<file path="config.mk">
export PLATFORM = sky130hd
export DESIGN_NAME = rail_seq
export DESIGN_NICKNAME = d
export VERILOG_FILES = /design/src/rtl/rseq_pkg.sv /design/src/rtl/rseq_presc.sv /design/src/rtl/rseq_ctrl.sv /design/src/rtl/rseq_lanes.sv /design/src/rtl/rseq_rstdly.sv /design/src/rtl/rail_seq.sv
export SDC_FILE = /design/constraint.sdc
export NUM_CORES = 1
export LEC_CHECK = 0
export ABC_AREA = 1
export BUFFER_PORTS_ARGS = -buffer_cell sky130_fd_sc_hd__buf_2
export CAP_MARGIN = 20
export CORE_MARGIN = 2
export CORE_UTILIZATION = 45
export CTS_CLUSTER_DIAMETER = 200
export DETAILED_ROUTE_END_ITERATION = 6
export SYNTH_ARGS = -nofsm -noshare
export SYNTH_HDL_FRONTEND = slang
export SYNTH_HIERARCHICAL = 1
export SYNTH_SLANG_ARGS = --single-unit
</file>
<file path="constraint.sdc">
create_clock -name clk -period 5.4 [get_ports clk]
set_input_delay 1.08 -clock clk [delete_from_list [all_inputs] [get_ports clk]]
set_output_delay 1.08 -clock clk [all_outputs]
set_load 0.05 [all_outputs]
</file>
<file path="src/rtl/rseq_pkg.sv">
package rseq_pkg;
   typedef enum logic [2:0] {
      PH_OFF   = 3'd0,
      PH_UP    = 3'd1,
      PH_ON    = 3'd2,
      PH_SENT  = 3'd3,
      PH_SLEEP = 3'd4,
      PH_SEXT  = 3'd5,
      PH_DN    = 3'd6
   } phase_e;
endpackage

</file>
<file path="src/rtl/rseq_presc.sv">
module rseq_presc #(
   parameter int PRESC = 4
) (
   input  logic clk,
   input  logic rst_n,
   input  logic restart,
   input  logic run,
   output logic first,
   output logic wrap
);
   if (PRESC == 1) begin : g_unit
      assign first = 1'b1;
      assign wrap  = 1'b1;
   end else begin : g_count
      localparam int CW = $clog2(PRESC);
      logic [CW-1:0] cnt;
      always_ff @(posedge clk or negedge rst_n) begin
         if (!rst_n)        cnt <= '0;
         else if (restart)  cnt <= '0;
         else if (run)      cnt <= (cnt == CW'(PRESC - 1)) ? '0 : cnt + 1'b1;
         else               cnt <= '0;
      end
      assign first = (cnt == '0);
      assign wrap  = (cnt == CW'(PRESC - 1));
   end
endmodule

</file>
<file path="src/rtl/rseq_ctrl.sv">
module rseq_ctrl
   import rseq_pkg::*;
#(
   parameter int SLOT_W    = 3,
   parameter int LAST_UP   = 0,
   parameter int LAST_DN   = 0,
   parameter int LAST_SENT = 0,
   parameter int LAST_SEXT = 0
) (
   input  logic              clk,
   input  logic              rst_n,
   input  logic              up_req,
   input  logic              down_req,
   input  logic              sleep_req,
   input  logic              wake_req,
   input  logic              first,
   input  logic              wrap,
   output phase_e            phase,
   output logic [SLOT_W-1:0] cur,
   output logic              proc,
   output logic              restart,
   output logic              busy,
   output logic              up_fin,
   output logic              dn_acc,
   output logic              done
);
   logic              up_acc, slp_acc, wk_acc, fin;
   logic [SLOT_W-1:0] last_cur;

   assign busy    = (phase == PH_UP) || (phase == PH_DN) ||
                    (phase == PH_SENT) || (phase == PH_SEXT);
   assign dn_acc  = down_req && (phase != PH_OFF) && (phase != PH_DN);
   assign up_acc  = up_req && (phase == PH_OFF);
   assign slp_acc = sleep_req && !down_req && (phase == PH_ON);
   assign wk_acc  = wake_req && !down_req && (phase == PH_SLEEP);
   assign restart = dn_acc || up_acc || slp_acc || wk_acc;
   assign proc    = busy && first && !dn_acc;

   always_comb begin
      unique case (phase)
         PH_UP:   last_cur = SLOT_W'(LAST_UP);
         PH_DN:   last_cur = SLOT_W'(LAST_DN);
         PH_SENT: last_cur = SLOT_W'(LAST_SENT);
         PH_SEXT: last_cur = SLOT_W'(LAST_SEXT);
         default: last_cur = '0;
      endcase
   end

   assign fin    = proc && (cur == last_cur);
   assign up_fin = fin && (phase == PH_UP);

   always_ff @(posedge clk or negedge rst_n) begin
      if (!rst_n) begin
         phase <= PH_OFF;
         cur   <= '0;
         done  <= 1'b0;
      end else begin
         done <= fin;
         if (dn_acc) begin
            phase <= PH_DN;
            cur   <= '0;
         end else if (up_acc) begin
            phase <= PH_UP;
            cur   <= '0;
         end else if (slp_acc) begin
            phase <= PH_SENT;
            cur   <= '0;
         end else if (wk_acc) begin
            phase <= PH_SEXT;
            cur   <= '0;
         end else if (fin) begin
            cur <= '0;
            unique case (phase)
               PH_UP:   phase <= PH_ON;
               PH_SENT: phase <= PH_SLEEP;
               PH_SEXT: phase <= PH_ON;
               default: phase <= PH_OFF;
            endcase
         end else if (busy && wrap) begin
            cur <= cur + 1'b1;
         end
      end
   end
endmodule

</file>
<file path="src/rtl/rseq_lanes.sv">
module rseq_lanes #(
   parameter int                    N_LANE    = 2,
   parameter int                    SLOT_W    = 3,
   parameter logic [N_LANE*SLOT_W-1:0] SET_SLOTS = '0,
   parameter logic [N_LANE*SLOT_W-1:0] CLR_SLOTS = '0
) (
   input  logic              clk,
   input  logic              rst_n,
   input  logic              set_en,
   input  logic              clr_en,
   input  logic [SLOT_W-1:0] cur,
   output logic [N_LANE-1:0] en
);
   for (genvar i = 0; i < N_LANE; i++) begin : g_lane
      localparam logic [SLOT_W-1:0] S_ON  = SET_SLOTS[i*SLOT_W +: SLOT_W];
      localparam logic [SLOT_W-1:0] S_OFF = CLR_SLOTS[i*SLOT_W +: SLOT_W];
      always_ff @(posedge clk or negedge rst_n) begin
         if (!rst_n)                          en[i] <= 1'b0;
         else if (set_en && (cur == S_ON))    en[i] <= 1'b1;
         else if (clr_en && (cur == S_OFF))   en[i] <= 1'b0;
      end
   end
endmodule

</file>
<file path="src/rtl/rseq_rstdly.sv">
module rseq_rstdly #(
   parameter int RST_CYC = 8
) (
   input  logic clk,
   input  logic rst_n,
   input  logic start,
   input  logic abort,
   output logic rel
);
   localparam int CW = $clog2(RST_CYC + 1);
   logic [CW-1:0] cnt;

   always_ff @(posedge clk or negedge rst_n) begin
      if (!rst_n) begin
         cnt <= '0;
         rel <= 1'b0;
      end else if (abort) begin
         cnt <= '0;
         rel <= 1'b0;
      end else if (start) begin
         cnt <= CW'(RST_CYC);
      end else if (cnt == CW'(1)) begin
         cnt <= '0;
         rel <= 1'b1;
      end else if (cnt != '0) begin
         cnt <= cnt - 1'b1;
      end
   end
endmodule

</file>
<file path="src/rtl/rail_seq.sv">
module rail_seq
   import rseq_pkg::*;
#(
   parameter int N_PWR   = 4,
   parameter int N_SLP   = 2,
   parameter int SLOT_W  = 3,
   parameter int PRESC   = 125000,
   parameter int RST_CYC = 3200000,
   parameter logic [N_PWR*SLOT_W-1:0] UP_SLOTS   = {3'd4, 3'd1, 3'd1, 3'd0},
   parameter logic [N_PWR*SLOT_W-1:0] DN_SLOTS   = {3'd0, 3'd2, 3'd2, 3'd4},
   parameter logic [N_SLP*SLOT_W-1:0] ENT_SLOTS  = {3'd3, 3'd0},
   parameter logic [N_SLP*SLOT_W-1:0] EXIT_SLOTS = {3'd0, 3'd1}
) (
   input  logic             clk,
   input  logic             rst_n,
   input  logic             up_req,
   input  logic             down_req,
   input  logic             sleep_req,
   input  logic             wake_req,
   output logic [N_PWR-1:0] pwr_en,
   output logic [N_SLP-1:0] slp_en,
   output logic             rail_rst_n,
   output logic             seq_busy,
   output logic             seq_done
);
   if (N_PWR < 1)                   begin : g_bad_npwr  $error("N_PWR must be at least 1");      end
   if (N_SLP < 1)                   begin : g_bad_nslp  $error("N_SLP must be at least 1");      end
   if (SLOT_W < 1 || SLOT_W > 8)    begin : g_bad_slotw $error("SLOT_W must be 1..8");           end
   if (PRESC < 1)                   begin : g_bad_presc $error("PRESC must be at least 1");      end
   if (RST_CYC < 1)                 begin : g_bad_rst   $error("RST_CYC must be at least 1");    end

   function automatic int hi_slot(input logic [N_PWR*SLOT_W-1:0] a, input bit use_a,
                                  input logic [N_SLP*SLOT_W-1:0] b, input bit use_b);
      int m = 0;
      if (use_a)
         for (int i = 0; i < N_PWR; i++)
            if (int'(a[i*SLOT_W +: SLOT_W]) > m) m = int'(a[i*SLOT_W +: SLOT_W]);
      if (use_b)
         for (int i = 0; i < N_SLP; i++)
            if (int'(b[i*SLOT_W +: SLOT_W]) > m) m = int'(b[i*SLOT_W +: SLOT_W]);
      return m;
   endfunction

   localparam int LAST_UP   = hi_slot(UP_SLOTS, 1'b1, EXIT_SLOTS, 1'b1);
   localparam int LAST_DN   = hi_slot(DN_SLOTS, 1'b1, ENT_SLOTS,  1'b1);
   localparam int LAST_SENT = hi_slot(DN_SLOTS, 1'b0, ENT_SLOTS,  1'b1);
   localparam int LAST_SEXT = hi_slot(UP_SLOTS, 1'b0, EXIT_SLOTS, 1'b1);

   phase_e            phase;
   logic [SLOT_W-1:0] cur;
   logic              first, wrap, proc, restart, up_fin, dn_acc;
   logic              pwr_set, pwr_clr, slp_set, slp_clr;

   rseq_presc #(.PRESC(PRESC)) u_presc (
      .clk(clk), .rst_n(rst_n), .restart(restart), .run(seq_busy),
      .first(first), .wrap(wrap)
   );

   rseq_ctrl #(
      .SLOT_W(SLOT_W), .LAST_UP(LAST_UP), .LAST_DN(LAST_DN),
      .LAST_SENT(LAST_SENT), .LAST_SEXT(LAST_SEXT)
   ) u_ctrl (
      .clk(clk), .rst_n(rst_n), .up_req(up_req), .down_req(down_req),
      .sleep_req(sleep_req), .wake_req(wake_req), .first(first), .wrap(wrap),
      .phase(phase), .cur(cur), .proc(proc), .restart(restart), .busy(seq_busy),
      .up_fin(up_fin), .dn_acc(dn_acc), .done(seq_done)
   );

   assign pwr_set = proc && (phase == PH_UP);
   assign pwr_clr = proc && (phase == PH_DN);
   assign slp_set = proc && ((phase == PH_UP) || (phase == PH_SEXT));
   assign slp_clr = proc && ((phase == PH_DN) || (phase == PH_SENT));

   rseq_lanes #(
      .N_LANE(N_PWR), .SLOT_W(SLOT_W), .SET_SLOTS(UP_SLOTS), .CLR_SLOTS(DN_SLOTS)
   ) u_pwr (
      .clk(clk), .rst_n(rst_n), .set_en(pwr_set), .clr_en(pwr_clr), .cur(cur), .en(pwr_en)
   );

   rseq_lanes #(
      .N_LANE(N_SLP), .SLOT_W(SLOT_W), .SET_SLOTS(EXIT_SLOTS), .CLR_SLOTS(ENT_SLOTS)
   ) u_slp (
      .clk(clk), .rst_n(rst_n), .set_en(slp_set), .clr_en(slp_clr), .cur(cur), .en(slp_en)
   );

   rseq_rstdly #(.RST_CYC(RST_CYC)) u_rst (
      .clk(clk), .rst_n(rst_n), .start(up_fin), .abort(dn_acc), .rel(rail_rst_n)
   );
endmodule

</file>
# Word-level counts from Yosys, hierarchy flattened
# Index checks and enable logic that the tools add are counted.
[word_totals] output_inout_bits=9 reg_bits=52 in_bits=6
[classes] eq_ne=15 add_sub_neg=3 reduce_logical=53 muxes=33
[op_table] op="22-bit two-way mux" n=4
[op_table] op="17-bit two-way mux" n=3
[op_table] op="3-bit two-way mux" n=11
[op_table] op="1-bit logical AND" n=26
[op_table] op="22-bit by 1-bit == test with 1-bit output (second input constant)" n=1
[op_table] op="22-bit nonzero test" n=1
[op_table] op="22-bit by 1-bit subtractor with 22-bit output (second input constant)" n=1
[op_table] op="17-bit by 1-bit adder with 17-bit output (second input constant)" n=1
[op_table] op="17-bit == test (second input constant)" n=1
[op_table] op="17-bit logical NOT" n=1
[op_table] op="1-bit two-way mux" n=13
[op_table] op="3-bit by 2-bit == test with 1-bit output (second input constant)" n=4
[op_table] op="3-bit == test (second input constant)" n=4
[op_table] op="2-bit nonzero test" n=6
[op_table] op="3-bit case mux with 3 select lines" n=1
[op_table] op="1-bit logical OR" n=8
[op_table] op="3-bit by 1-bit == test with 1-bit output (second input constant)" n=2
[op_table] op="3-bit logical NOT" n=2
[op_table] op="3-bit case mux with 2 select lines" n=1
[op_table] op="6-bit nonzero test" n=1
[op_table] op="5-bit nonzero test" n=1
[op_table] op="4-bit nonzero test" n=1
[op_table] op="2-bit OR reduction" n=2
[op_table] op="3-bit by 1-bit adder with 3-bit output (second input constant)" n=1
[op_table] op="6 further kinds" n=7

# Logic depth before layout (Yosys ltp)
# Gate-level depths: netlist of run 1.
[logic_depth] ltp_word=12 depth_mapped=17 mapped_depth_nobuf=17

# Cells and area by module
# The synthesis of run 1 kept the hierarchy.
[by_module_without_submodules] mod="rseq_rstdly" area_per_inst_um2=1527.7 seq_area_each_um2=575.6 instances=1 cells_each=214
[by_module_without_submodules] mod="rseq_presc" area_per_inst_um2=1063.5 seq_area_each_um2=425.4 instances=1 cells_each=151
[by_module_without_submodules] mod="rseq_ctrl" area_per_inst_um2=571.8 seq_area_each_um2=175.2 instances=1 cells_each=76
[by_module_without_submodules] mod="rseq_lanes at u_pwr" area_per_inst_um2=157.7 seq_area_each_um2=75.1 instances=1 cells_each=20
[by_module_without_submodules] mod="rseq_lanes at u_slp" area_per_inst_um2=100.1 seq_area_each_um2=50.0 instances=1 cells_each=13
[by_module_without_submodules] mod="rail_seq" area_per_inst_um2=53.8 seq_area_each_um2=0.0 instances=1 cells_each=14

# Worst setup path before layout of run 1
# Ideal clock, no wire load.
[synth_path] path_type="input to register" start="input port down_req" end="register u_rst.cnt[7]" setup_ns=0.086 path_stages=10 path_slack_ns=3.061 t_arrival_ns=2.253 path_buffers=1 cell_sequence="nand3_2 > nand2_2 > nor2_4 > nand3_4 > nor2_1 > inv_1 > buf_2 > nand4_1 > nor2_2 > nor3_1"
[synth_via] elab_chain_cells=8 word_cells_on_any_way=9 classes_between="2 x mux; 7 x reduce/logical"
[synth_lines] element="start, declared" line_no="rail_seq.sv:17" rtl="input logic down_req,"
[synth_lines] element="1-bit logical AND (*) (2 in a row)" line_no="rseq_ctrl.sv:32" rtl="assign dn_acc = down_req && (phase != PH_OFF) && (phase != PH_DN);"
[synth_lines] element="1-bit logical NOT (*)" line_no="rseq_ctrl.sv:37" rtl="assign proc = busy && first && !dn_acc;"
[synth_lines] element="1-bit logical AND (*)" line_no="rseq_ctrl.sv:37"
[synth_lines] element="named net proc" line_no="rail_seq.sv:51" rtl="logic first, wrap, proc, restart, up_fin, dn_acc;"
[synth_lines] element="1-bit logical AND (*)" line_no="rseq_ctrl.sv:49" rtl="assign fin = proc && (cur == last_cur);"
[synth_lines] element="1-bit logical AND (*)" line_no="rseq_ctrl.sv:50" rtl="assign up_fin = fin && (phase == PH_UP);"
[synth_lines] element="named net up_fin" line_no="rail_seq.sv:51"
[synth_lines] element="22-bit two-way mux" line_no="rseq_rstdly.sv:20" rtl="end else if (start) begin"
[synth_lines] element="22-bit two-way mux" line_no="rseq_rstdly.sv:17" rtl="end else if (abort) begin"
[synth_lines] element="end signal, assigned" line_no="rseq_rstdly.sv:21" rtl="cnt <= CW'(RST_CYC);"
[synth_lines] element="end signal, assigned" line_no="rseq_rstdly.sv:26" rtl="cnt <= cnt - 1'b1;"
[synth_lines] element="end, declared" line_no="rseq_rstdly.sv:11" rtl="logic [CW-1:0] cnt;"
# Mark *: on every way through the listed nets, which the timed path passes. The rest lies on a longest branch.
# A chain may end at the register's enable or synchronous reset.

# Worst setup path in the final report of run 1
[layout_path] start="register u_ctrl.phase[1]" end="output port seq_busy"
[layout_via] elab_chain_cells=4 word_cells_on_any_way=7 classes_between="4 x eq/ne; 3 x reduce/logical"
[layout_lines] element="start, declared" line_no="rseq_ctrl.sv:18" rtl="output phase_e phase,"
[layout_lines] element="start signal, assigned" line_no="rseq_ctrl.sv:54" rtl="phase <= PH_OFF;"
[layout_lines] element="start signal, assigned" line_no="rseq_ctrl.sv:60" rtl="phase <= PH_DN;"
[layout_lines] element="start signal, assigned" line_no="rseq_ctrl.sv:63" rtl="phase <= PH_UP;"
[layout_lines] element="3-bit by 1-bit == test with 1-bit output or 3-bit == test (tied branches)" line_no="rseq_ctrl.sv:30" rtl="assign busy = (phase == PH_UP) || (phase == PH_DN) ||"
[layout_lines] element="1-bit logical OR (2 in a row)" line_no="rseq_ctrl.sv:30"
[layout_lines] element="1-bit logical OR (*)" line_no="rseq_ctrl.sv:31" rtl="(phase == PH_SENT) || (phase == PH_SEXT);"
[layout_lines] element="end, declared" line_no="rail_seq.sv:23" rtl="output logic seq_busy,"
# Every way passes the cells marked *; elsewhere a longest branch is shown, timed or not.

==> flow_metrics.tcl, run 1 <==
set metrics [dict create \
    synth-seq-area-share_pct 37.5 \
    worst_slew_pin_slew_ns 0.679 \
    fin_crit_sh_pct 52.6 \
    antenna_found_initial 0 \
    drc 0 \
    finalHoldViolations 0 \
    gp_congestion 0.840 \
    crit_path_max_fanout 11 \
    p_leak_nw 1.85 \
    fillers 787 \
    dr.pass1.iters 4 \
    crit_path_cell_trace "inv_1, nand3_2, nand2_1, nor2_4, inv_1, buf_2" \
    gr-total-overflow 0 \
    clk-insertion-delay-late_ns 0.31 \
    synth_area_per_cell_um2 7.12 \
    ys_ff_latch 52 \
    avgViaCountPerCell 4.99 \
    cts-htree-levels 2 \
    clkTransAtPathRegs_ns 0.09 \
    instances_no_fill 608 \
    reg2reg_slack_ns 2.67 \
    crit_type "register to output pin" \
    clockBufferDepth 2 \
    track_usage_pct 20.1 \
    critPathMaxStageDelay_ns 0.60 \
    die-area_um2 8440 \
    ff_latch_area_um2 1300 \
    final_common_cell "nand2_1" \
    numCtsBuffers 5 \
    synth_nets 499 \
    min_period_ns 2.84 \
    synthCells 488 \
    r2r-end "u_rst/cnt[1]" \
    postRouteAntennaNets 0 \
    num_antenna_cells 0 \
    portBuffers 14 \
    fmax_mhz 352 \
    yosys_warnings 6 \
    clock_skew_ns 0.00680 \
    fin_nets 516 \
    arrival_ns 1.76 \
    fin_util_pct 49.1 \
    hold_buffers 0 \
    placed_area_um2 3640 \
    ir_drop_mv 0.226 \
    final_cell_mix "nand2_1, nor2_1, inv_1" \
    die_w_um 91.9 \
    wirelength_um 7660 \
    dp.cells 600 \
    dp_hpwl_um 5780 \
    drt_iter0_drc 190 \
    vias 3032 \
    syn_area_um2 3470 \
    cap_violations 0 \
    die_h_um 91.9 \
    reg2reg_from "u_presc/g_count.cnt[0]" \
    rsz0062_at_grt "false" \
    endpoint "seq_busy" \
    multiInputGateArea_um2 1880 \
    post_cts_resize_count 0 \
    hp-class "register to register" \
    status "finished, final reports clean" \
    post-route-cell-area_um2 3740 \
    end_kind "output pin" \
    critPathRequiredTime_ns 4.32 \
    numClockSinks 52 \
    drv_slew 0 \
    grt_max_degree 53 \
    crit_path_start "u_ctrl/phase[1]" \
    fp.coreArea_um2 7610 \
    cts_root_buffer "clkbuf_8" \
    critPathSlowestCell "dfrtp_1" \
    r2r_cells 16 \
    drive_gt1_share_pct 14.8 \
    relSlewSlack_pct 54.8 \
    whs_ns 0.474 \
    power.density_nw_per_um2 531 \
    num_rows 32 \
    grt_pass1_vias 2959 \
    fin_tns_setup_ns 0 \
    start_util_pct 45.7 \
    start_kind "register" \
    yosysUniqueCellTypes 35 \
    grt_pass1_wl_um 13800 \
    io-pin-count 15 \
    finalSetupViolations 0 \
    cts_setup_buffers 0 \
    avgRoutedWirePerCell_um 12.6 \
    cts_tree "yes" \
    area_growth_syn_to_layout_pct 7.56 \
    crit_path_frequent_cell "inv_1" \
]
-- report_power, final --
| group | total (mW) | internal, mW | switching, mW |
|---|---|---|---|
| clock network | 0.233 | 0.104 | 0.129 |
| logic | 1.15 | 0.365 | 0.786 |
| registers | 0.600 | 0.487 | 0.113 |
| total | 1.98 | 0.956 | 1.03 |
-- routing by layer --
| layer | global-route usage (%) | wire length (um) | vias to the layer above |
|---|---|---|---|
| met5 | 0 | 0 | - |
| met1 | 28.4 | 3760 | 1411 |
| li1 | - | - | 1569 |
| met4 | 5.10 | 101 | 0 |
| met2 | 32.9 | 3570 | 43 |
| met3 | 2.71 | 223 | 9 |
-- how the worst min path moves through the flow --
stage,startpoint,to,depth (start not counted)
floorplan,u_presc/g_count.cnt[0],u_presc/g_count.cnt[0],1
global placement,u_pwr/en[3],u_pwr/en[3],2
detailed placement,u_pwr/en[3],u_pwr/en[3],2
CTS,u_pwr/en[3],u_pwr/en[3],2
global route,u_pwr/en[0],u_pwr/en[0],2
finish,u_slp/en[0],u_slp/en[0],2
-- per-stage QoR --
| stage | power, mW | setup WS, ns |
|---|---|---|
| floorplan | 1.52 | 3.06 |
| global placement | 1.74 | 2.65 |
| detailed placement | 1.76 | 2.57 |
| CTS | 2.00 | 2.54 |
| global route | 2.19 | 2.27 |
| finish | 1.98 | 2.56 |
-- synthesized netlist by cell type --
cell	instances	share of area, %
nand2_1	107	12
nor2_1	92	9.9
inv_1	61	6.6
nand3_1	54	7.8
dfrtp_1	52	37
nand4_1	12	2.2
xor2_1	12	3.0
nand2_2	10	1.8
nor2_2	10	1.8
nor2_4	10	3.2
a21oi_1	7	1.0
nor3_1	7	1.0
o21ai_0	7	1.0
nand3_2	6	1.7
ha_1	5	1.8
a21oi_2	4	1.0
nand2_4	4	1.3
xnor2_1	4	1.0
inv_2	3	0.32
buf_2	2	0.29
buf_4	2	0.43
inv_4	2	0.36
nor4_1	2	0.36
o21bai_1	2	0.43
a21o_1	1	0.22
a21o_2	1	0.25
a31oi_1	1	0.18
buf_6	1	0.32
clkinv_1	1	0.11
nand3_4	1	0.50
nand3b_1	1	0.22
o211ai_1	1	0.22
o21ai_1	1	0.14
o21ai_2	1	0.25
or2_2	1	0.18
-- cell type report --
class	instances	area share, %
Inverter	67	6.86
Clock buffer	7	2.31
Multi-Input combinational cell	364	50.3
Tap cell	102	3.41
Sequential cell	52	34.8
Clock inverter	1	0.201
Timing Repair Buffer	15	2.08
-- registers in the layout, indices dropped and copies added, names as in the netlist --
register and cells:
u_rst/cnt 22, u_presc/g_count.cnt 17, u_ctrl/cur 3, u_ctrl/phase 3
u_pwr/en 3, u_slp/en 2, u_ctrl/done 1, u_rst/rel 1
-- cells by family after synthesis --
kind of cell	Yosys count	synth area share [%]
and+or+nand+nor	317	43.6
AOI/OAI and AO/OA	26	4.72
DFF	52	37.5
buffers and inverters	72	8.43
adders and majority gates	5	1.80
xor gates and xnor gates	16	4.03
-- critical path, delay by kind of cell, from the launching register on --
family | cells | cell delay, ns
flip-flops | 1 | 0.60
buffers and inverters | 3 | 0.47
AND/OR/NAND/NOR | 3 | 0.39
Power figures use the tool's default switching activity.
==> run 2, diff against run 1 <==
ABC_AREA = 0   (was 1)
clock period = 2.6 ns   (was 5.4 ns; I/O delays follow)
==> run 2 against run 1 <==
The flow now finishes with violations (negative setup slack). Utilization grew 6.7 points. Clock-buffer cell count shrank 2. Largest cell class unchanged. Critical endpoint is now u_rst/cnt[9]. Final cell count shrank 22%.
==> flow_metrics.tcl, run 2 <==
set metrics [dict create \
    p_leak_nw 1.58 \
    ff_latch_area_um2 1300 \
    fin_nets 387 \
    top_register "u_rst/cnt" \
    clkTransAtPathRegs_ns 0.10 \
    hold_buffers 0 \
    start_util_pct 46.6 \
    worst_slew_pin_slew_ns 0.492 \
    crit_path_frequent_cell "nor3_4" \
    critPathSlowestCell "or4_4" \
    drc 0 \
    synthArstFlopShare_pct 100 \
    synth_area_per_cell_um2 9.63 \
    numClockSinks 52 \
    multiInputGateArea_um2 1880 \
    die-area_um2 7720 \
    cts_tree "yes" \
    cap_violations 0 \
    synth_nets 340 \
    yosysTopAreaCellShare_pct 41.1 \
    reg2reg_from "u_presc/g_count.cnt[9]" \
    grt_max_degree 35 \
    numCtsBuffers 5 \
    fmax_mhz 382 \
    r2r_cells 10 \
    dr.pass1.iters 4 \
    largest_register_ffs 22 \
    min_period_ns 2.62 \
    area_growth_syn_to_layout_pct 19.8 \
    synth-edff-count 0 \
    synth.largest_area_cell "dfrtp_1" \
    crit_type "register to register" \
    clk-insertion-delay-late_ns 0.31 \
    dp_hpwl_um 4700 \
    clockBufferDepth 2 \
    power.density_nw_per_um2 1030 \
    avgViaCountPerCell 5.42 \
    yosys_warnings 6 \
    synth.most_common_cell "nor2_1" \
    drv_slew 0 \
    final_common_cell "nor2_1" \
    avgRoutedWirePerCell_um 14.2 \
    num_antenna_cells 0 \
    reg2reg_slack_ns -0.02 \
    endpoint "u_rst/cnt[9]" \
    end_kind "register" \
    hp-class "input pin to asynchronous set/reset pin" \
    crit_path_cell_trace "or4_4, nor3_4, o311ai_4, nor4_4, buf_4, nor3_4, nand2_2, o211ai_2, o21a_1, o21ba_2" \
    cts-htree-levels 2 \
    portBuffers 14 \
    io-pin-count 15 \
    fillers 607 \
    synthTopCellsByCount "nor2_1, dfrtp_1, xnor2_1" \
    synth-seq-area-share_pct 41.1 \
    fp.coreArea_um2 6790 \
    yosysUniqueCellTypes 63 \
    top_regs "u_rst/cnt x22, u_presc/g_count.cnt x17" \
    finalSetupViolations 1 \
    relSlewSlack_pct 66.9 \
    r2r-end "u_rst/cnt[9]" \
    gp_congestion 0.832 \
    setup_slack_ns -0.0167 \
    fin_crit_sh_pct 101 \
    cts_root_buffer "clkbuf_8" \
    grt_pass1_vias 2443 \
    grt_pass1_wl_um 11200 \
    ys.flop_type "dfrtp_1" \
    crit_path_max_fanout 7 \
    synth.area.top_cells "dfrtp_1, xnor2_1, nor2_1" \
    arrival_ns 2.83 \
    status "complete, but fails checks" \
    critPathRequiredTime_ns 2.81 \
    vias 2562 \
    postRouteAntennaNets 0 \
    synthCells 329 \
    clock_skew_ns 0.0113 \
    antenna_found_initial 0 \
    drt_iter0_drc 66 \
    num_rows 30 \
    fin_util_pct 55.8 \
    finalHoldViolations 0 \
    start_kind "register" \
    ys_ff_latch 52 \
    fin_tns_setup_ns -0.0167 \
    syn_area_um2 3170 \
    rsz0062_at_grt "true" \
    final_cell_mix "nor2_1, dfrtp_1, buf_4" \
    critPathMaxStageDelay_ns 0.57 \
    drive_gt1_share_pct 25.5 \
    wirelength_um 6710 \
    track_usage_pct 18.2 \
    gr-total-overflow 0 \
    die_h_um 87.9 \
    die_w_um 87.9 \
    ir_drop_mv 0.332 \
    violations "negative setup slack" \
    crit_path_start "u_presc/g_count.cnt[9]" \
]
==> run 2: changes by cell type after synthesis, sizes merged, moves of 6 or more <==
cell / previous run / this run
nand2: 121 / 18
nor2: 112 / 54
nand3: 61 / 10
inv: 66 / 16
xnor2: 4 / 24
nor4: 2 / 14
nor2b: 0 / 9
nor3: 7 / 13
==> run 2: how the worst min path moves through the flow <==
stage	to	slack [ns]	depth (start not counted)
floorplan	u_ctrl/cur[0]	0.22	0
global placement	u_slp/en[1]	0.49	1
detailed placement	u_slp/en[1]	0.49	1
CTS	u_rst/cnt[2]	0.17	1
global route	u_rst/cnt[2]	0.18	1
finish	u_rst/cnt[2]	0.15	1
==> run 2: cell type report <==
cell class	count	share of cell area (%)
multi-input combinational	253	49.6
sequential	52	34.3
clock inverter	3	0.561
timing repair buffer	48	8.91
tap	96	3.17
inverter	16	1.58
clock buffer	5	1.81
==> run 2: cell families (layout without fill, tap and decap cells) <==
family	after synthesis	count (layout)	synth area share [%]
xor+xnor	37	37	10.2
compound gates	50	50	12.0
flops	52	52	41.1
buf+inv	24	72	3.91
fa+ha+maj	5	5	1.98
simple gates	161	161	30.8
==> run 2: routing by layer <==
layer | global-route usage [%] | share of wire [%] | routed length (um)
met5 | 0 | 0 | 0
met4 | 5.31 | 0.72 | 48
met3 | 3.02 | 2.4 | 164
met2 | 31.1 | 50 | 3360
met1 | 23.8 | 47 | 3140
==> run 2: power breakdown <==
group	total, mW	switching (mW)	internal [mW]
registers	1.19	0.209	0.986
logic	2.24	1.37	0.869
clock network	0.474	0.283	0.192
==> run 2: repair_timing <==
action,CTS,global route
pin swaps,0,13
gates resized for setup,2,28
setup endpoints to repair,7,20
setup buffers,0,5
==> run 2: worst max-delay path: cells and delay by family (launching register included) <==
| family | cells | cell delay, ns |
|---|---|---|
| buf+inv | 1 | 0.18 |
| flops | 1 | 0.40 |
| compound gates | 4 | 0.65 |
| simple gates | 5 | 1.31 |
==> run 2: through the flow <==
stage | hold slack (ns) | instances | total power [mW] | instance area [um2] | setup slack [ns]
floorplan | 0.224 | 329 | 2.71 | 3190 | 0.0242
global placement | 0.489 | 460 | 3.17 | 3540 | 0.0315
detailed placement | 0.493 | 460 | 3.18 | 3540 | -0.0318
CTS | 0.165 | 468 | 3.68 | 3640 | 0.000893
global route | 0.179 | 473 | 4.22 | 3790 | -0.150
finish | 0.152 | 473 | 3.91 | 3790 | -0.0167
==> run 3, diff against run 2 <==
CORE_UTILIZATION = 25   (was 45)
TNS_END_PERCENT = 50   (was default)
==> run 3 against run 2 <==
The run still ends with negative setup slack left. Combinational power shrank 9.8%. Sequential share of layout area down 0.49 points. Routed wire length rose by 2.4%. Critical path depth is the same. Maximum frequency hardly changed. Clock power up 44%. Die area up 76%. Highest routed layer unchanged.
==> flow_metrics.tcl, run 3 (same netlist as run 2, synthesis figures left out) <==
set metrics [dict create \
    drc 0 \
    crit_type "register to register" \
    num_antenna_cells 0 \
    postRouteAntennaNets 0 \
    fmax_mhz 382 \
    gp_congestion 0.819 \
    p_leak_nw 1.57 \
    largest_register_ffs 22 \
    vias 2531 \
    top_register "u_rst/cnt" \
    fin_tns_setup_ns -0.0177 \
    cts-htree-levels 2 \
    reg2reg_slack_ns -0.02 \
    drive_gt1_share_pct 21.9 \
    end_kind "register" \
    clock_skew_ns 0.00741 \
    seqPwrFrac_pct 30.7 \
    rsz0062_at_grt "true" \
    dr.pass1.iters 4 \
    dp_hpwl_um 4780 \
    hp-class "input pin to asynchronous set/reset pin" \
    finalHoldViolations 0 \
    avgViaCountPerCell 4.63 \
    multiInputGateArea_um2 1800 \
    ff_latch_area_um2 1300 \
    area_growth_syn_to_layout_pct 21.4 \
    portBuffers 14 \
    placed_area_um2 3640 \
    power.density_nw_per_um2 1020 \
    switching_share_pct 45.0 \
    finalSetupViolations 1 \
    num_rows 41 \
    grt_pass1_wl_um 12000 \
    min_period_ns 2.62 \
    arrival_ns 2.85 \
    drt_iter0_drc 172 \
    dp.cells 536 \
    gr-total-overflow 0 \
    fp.coreArea_um2 12500 \
    grt_pass1_vias 2598 \
    ir_drop_mv 0.345 \
    post-route-cell-area_um2 3840 \
    cap_violations 0 \
    critPathRequiredTime_ns 2.83 \
    fin_util_pct 30.7 \
    clk-insertion-delay-late_ns 0.29 \
    avgRoutedWirePerCell_um 12.6 \
    die-area_um2 13600 \
    pwr-share-clk_pct 17.4 \
    final_common_cell "nor2_1" \
    whs_ns 0.209 \
    top_regs "u_rst/cnt x22, u_presc/g_count.cnt x17" \
    grt_max_degree 53 \
    io-pin-count 15 \
    fin_nets 385 \
    worst_slew_pin_slew_ns 0.595 \
    status "complete, but fails checks" \
    wirelength_um 6870 \
    start_util_pct 25.3 \
    fin_crit_sh_pct 101 \
    crit_path_max_fanout 3 \
    relSlewSlack_pct 60.3 \
    setup_slack_ns -0.0177 \
    switching_power_mw 1.76 \
    antenna_found_initial 0 \
    drv_slew 0 \
    die_w_um 117 \
    numCtsBuffers 5 \
    numClockSinks 52 \
    start_kind "register" \
    instances_no_fill 547 \
    clkTransAtPathRegs_ns 0.07 \
    intPower_mw 2.15 \
    fillers 1328 \
    die_h_um 117 \
    final_cell_mix "nor2_1, dfrtp_1, buf_4" \
    clockBufferDepth 2 \
    combPwrFrac_pct 51.8 \
    track_usage_pct 10.9 \
    cts_root_buffer "clkbuf_16" \
    cts_tree "yes" \
    violations "negative setup slack" \
]
[run 3: changes by cell type in the layout (fill, tap and decap cells not counted), sizes merged]
cell    before  now
inv         17   16
clkinv       1    0
clkbuf       5    7
buf         48   46
[run 3: power by group through the flow]
stage | Clock (mW) | Sequential (mW) | Combinational [mW]
4_1_cts | 0.701 | 1.20 | 1.98
3_5_place_dp | 0 | 1.21 | 1.95
5_1_grt | 0.738 | 1.23 | 2.23
6_report | 0.681 | 1.20 | 2.02
3_3_place_gp | 0 | 1.20 | 1.93
2_1_floorplan | 0 | 1.23 | 1.48
[run 3: timing repair]
item | CTS | global route
resized for setup | 1 | 11
endpoints found under the setup margin | 8 | 23
buffers inserted | 0 | 3
hold endpoints to repair | 0 | 0
pin swaps | 0 | 5
hold buffers | 0 | 0
[run 3: layout make-up]
cell class	count	area share, %
clock inverters	1	0.195
flip-flops and latches	52	33.8
multi-input cells	253	46.7
inverters	16	1.56
well taps	172	5.60
repair buffers	46	8.40
clock buffers	7	3.71
[run 3: worst paths after layout]
check | end | cells after the start | from
max | u_rst/cnt[1] | 10 | u_presc/g_count.cnt[12]
max in group asynchronous | u_presc/g_count.cnt[4] | 2 | rst_n
min reg2reg | u_slp/en[1] | 1 | u_slp/en[1]
min | u_rst/cnt[9] | 2 | rst_n
min in group clk | u_slp/en[1] | 1 | u_slp/en[1]
max reg2reg | u_rst/cnt[1] | 10 | u_presc/g_count.cnt[12]
[run 3: metal layers]
layer | vias to the layer above | wire (um) | track usage (%)
met1 | 1242 | 3350 | 14.2
li1 | 1259 | - | -
met2 | 25 | 3280 | 18.1
met3 | 5 | 177 | 2.39
met5 | - | 0 | 0
met4 | 0 | 68 | 2.98
[run 3: through the flow]
step	setup WS, ns	total power, mW
final	-0.0177	3.90
after global placement	0.0379	3.13
after detailed placement	-0.0403	3.16
after global routing	-0.133	4.19
after floorplan	0.0242	2.71
after CTS	-0.0520	3.87
[run 3: worst max-delay path: stages, from the launching register on]
cell	delay [ns]
dfrtp_1	0.38
or4_4	0.55
nor3_4	0.24
o311ai_4	0.14
nor4_4	0.35
buf_4	0.18
nor2b_1	0.04
o21ai_1	0.11
nor3_1	0.07
or4_1	0.42
nand2_1	0.08
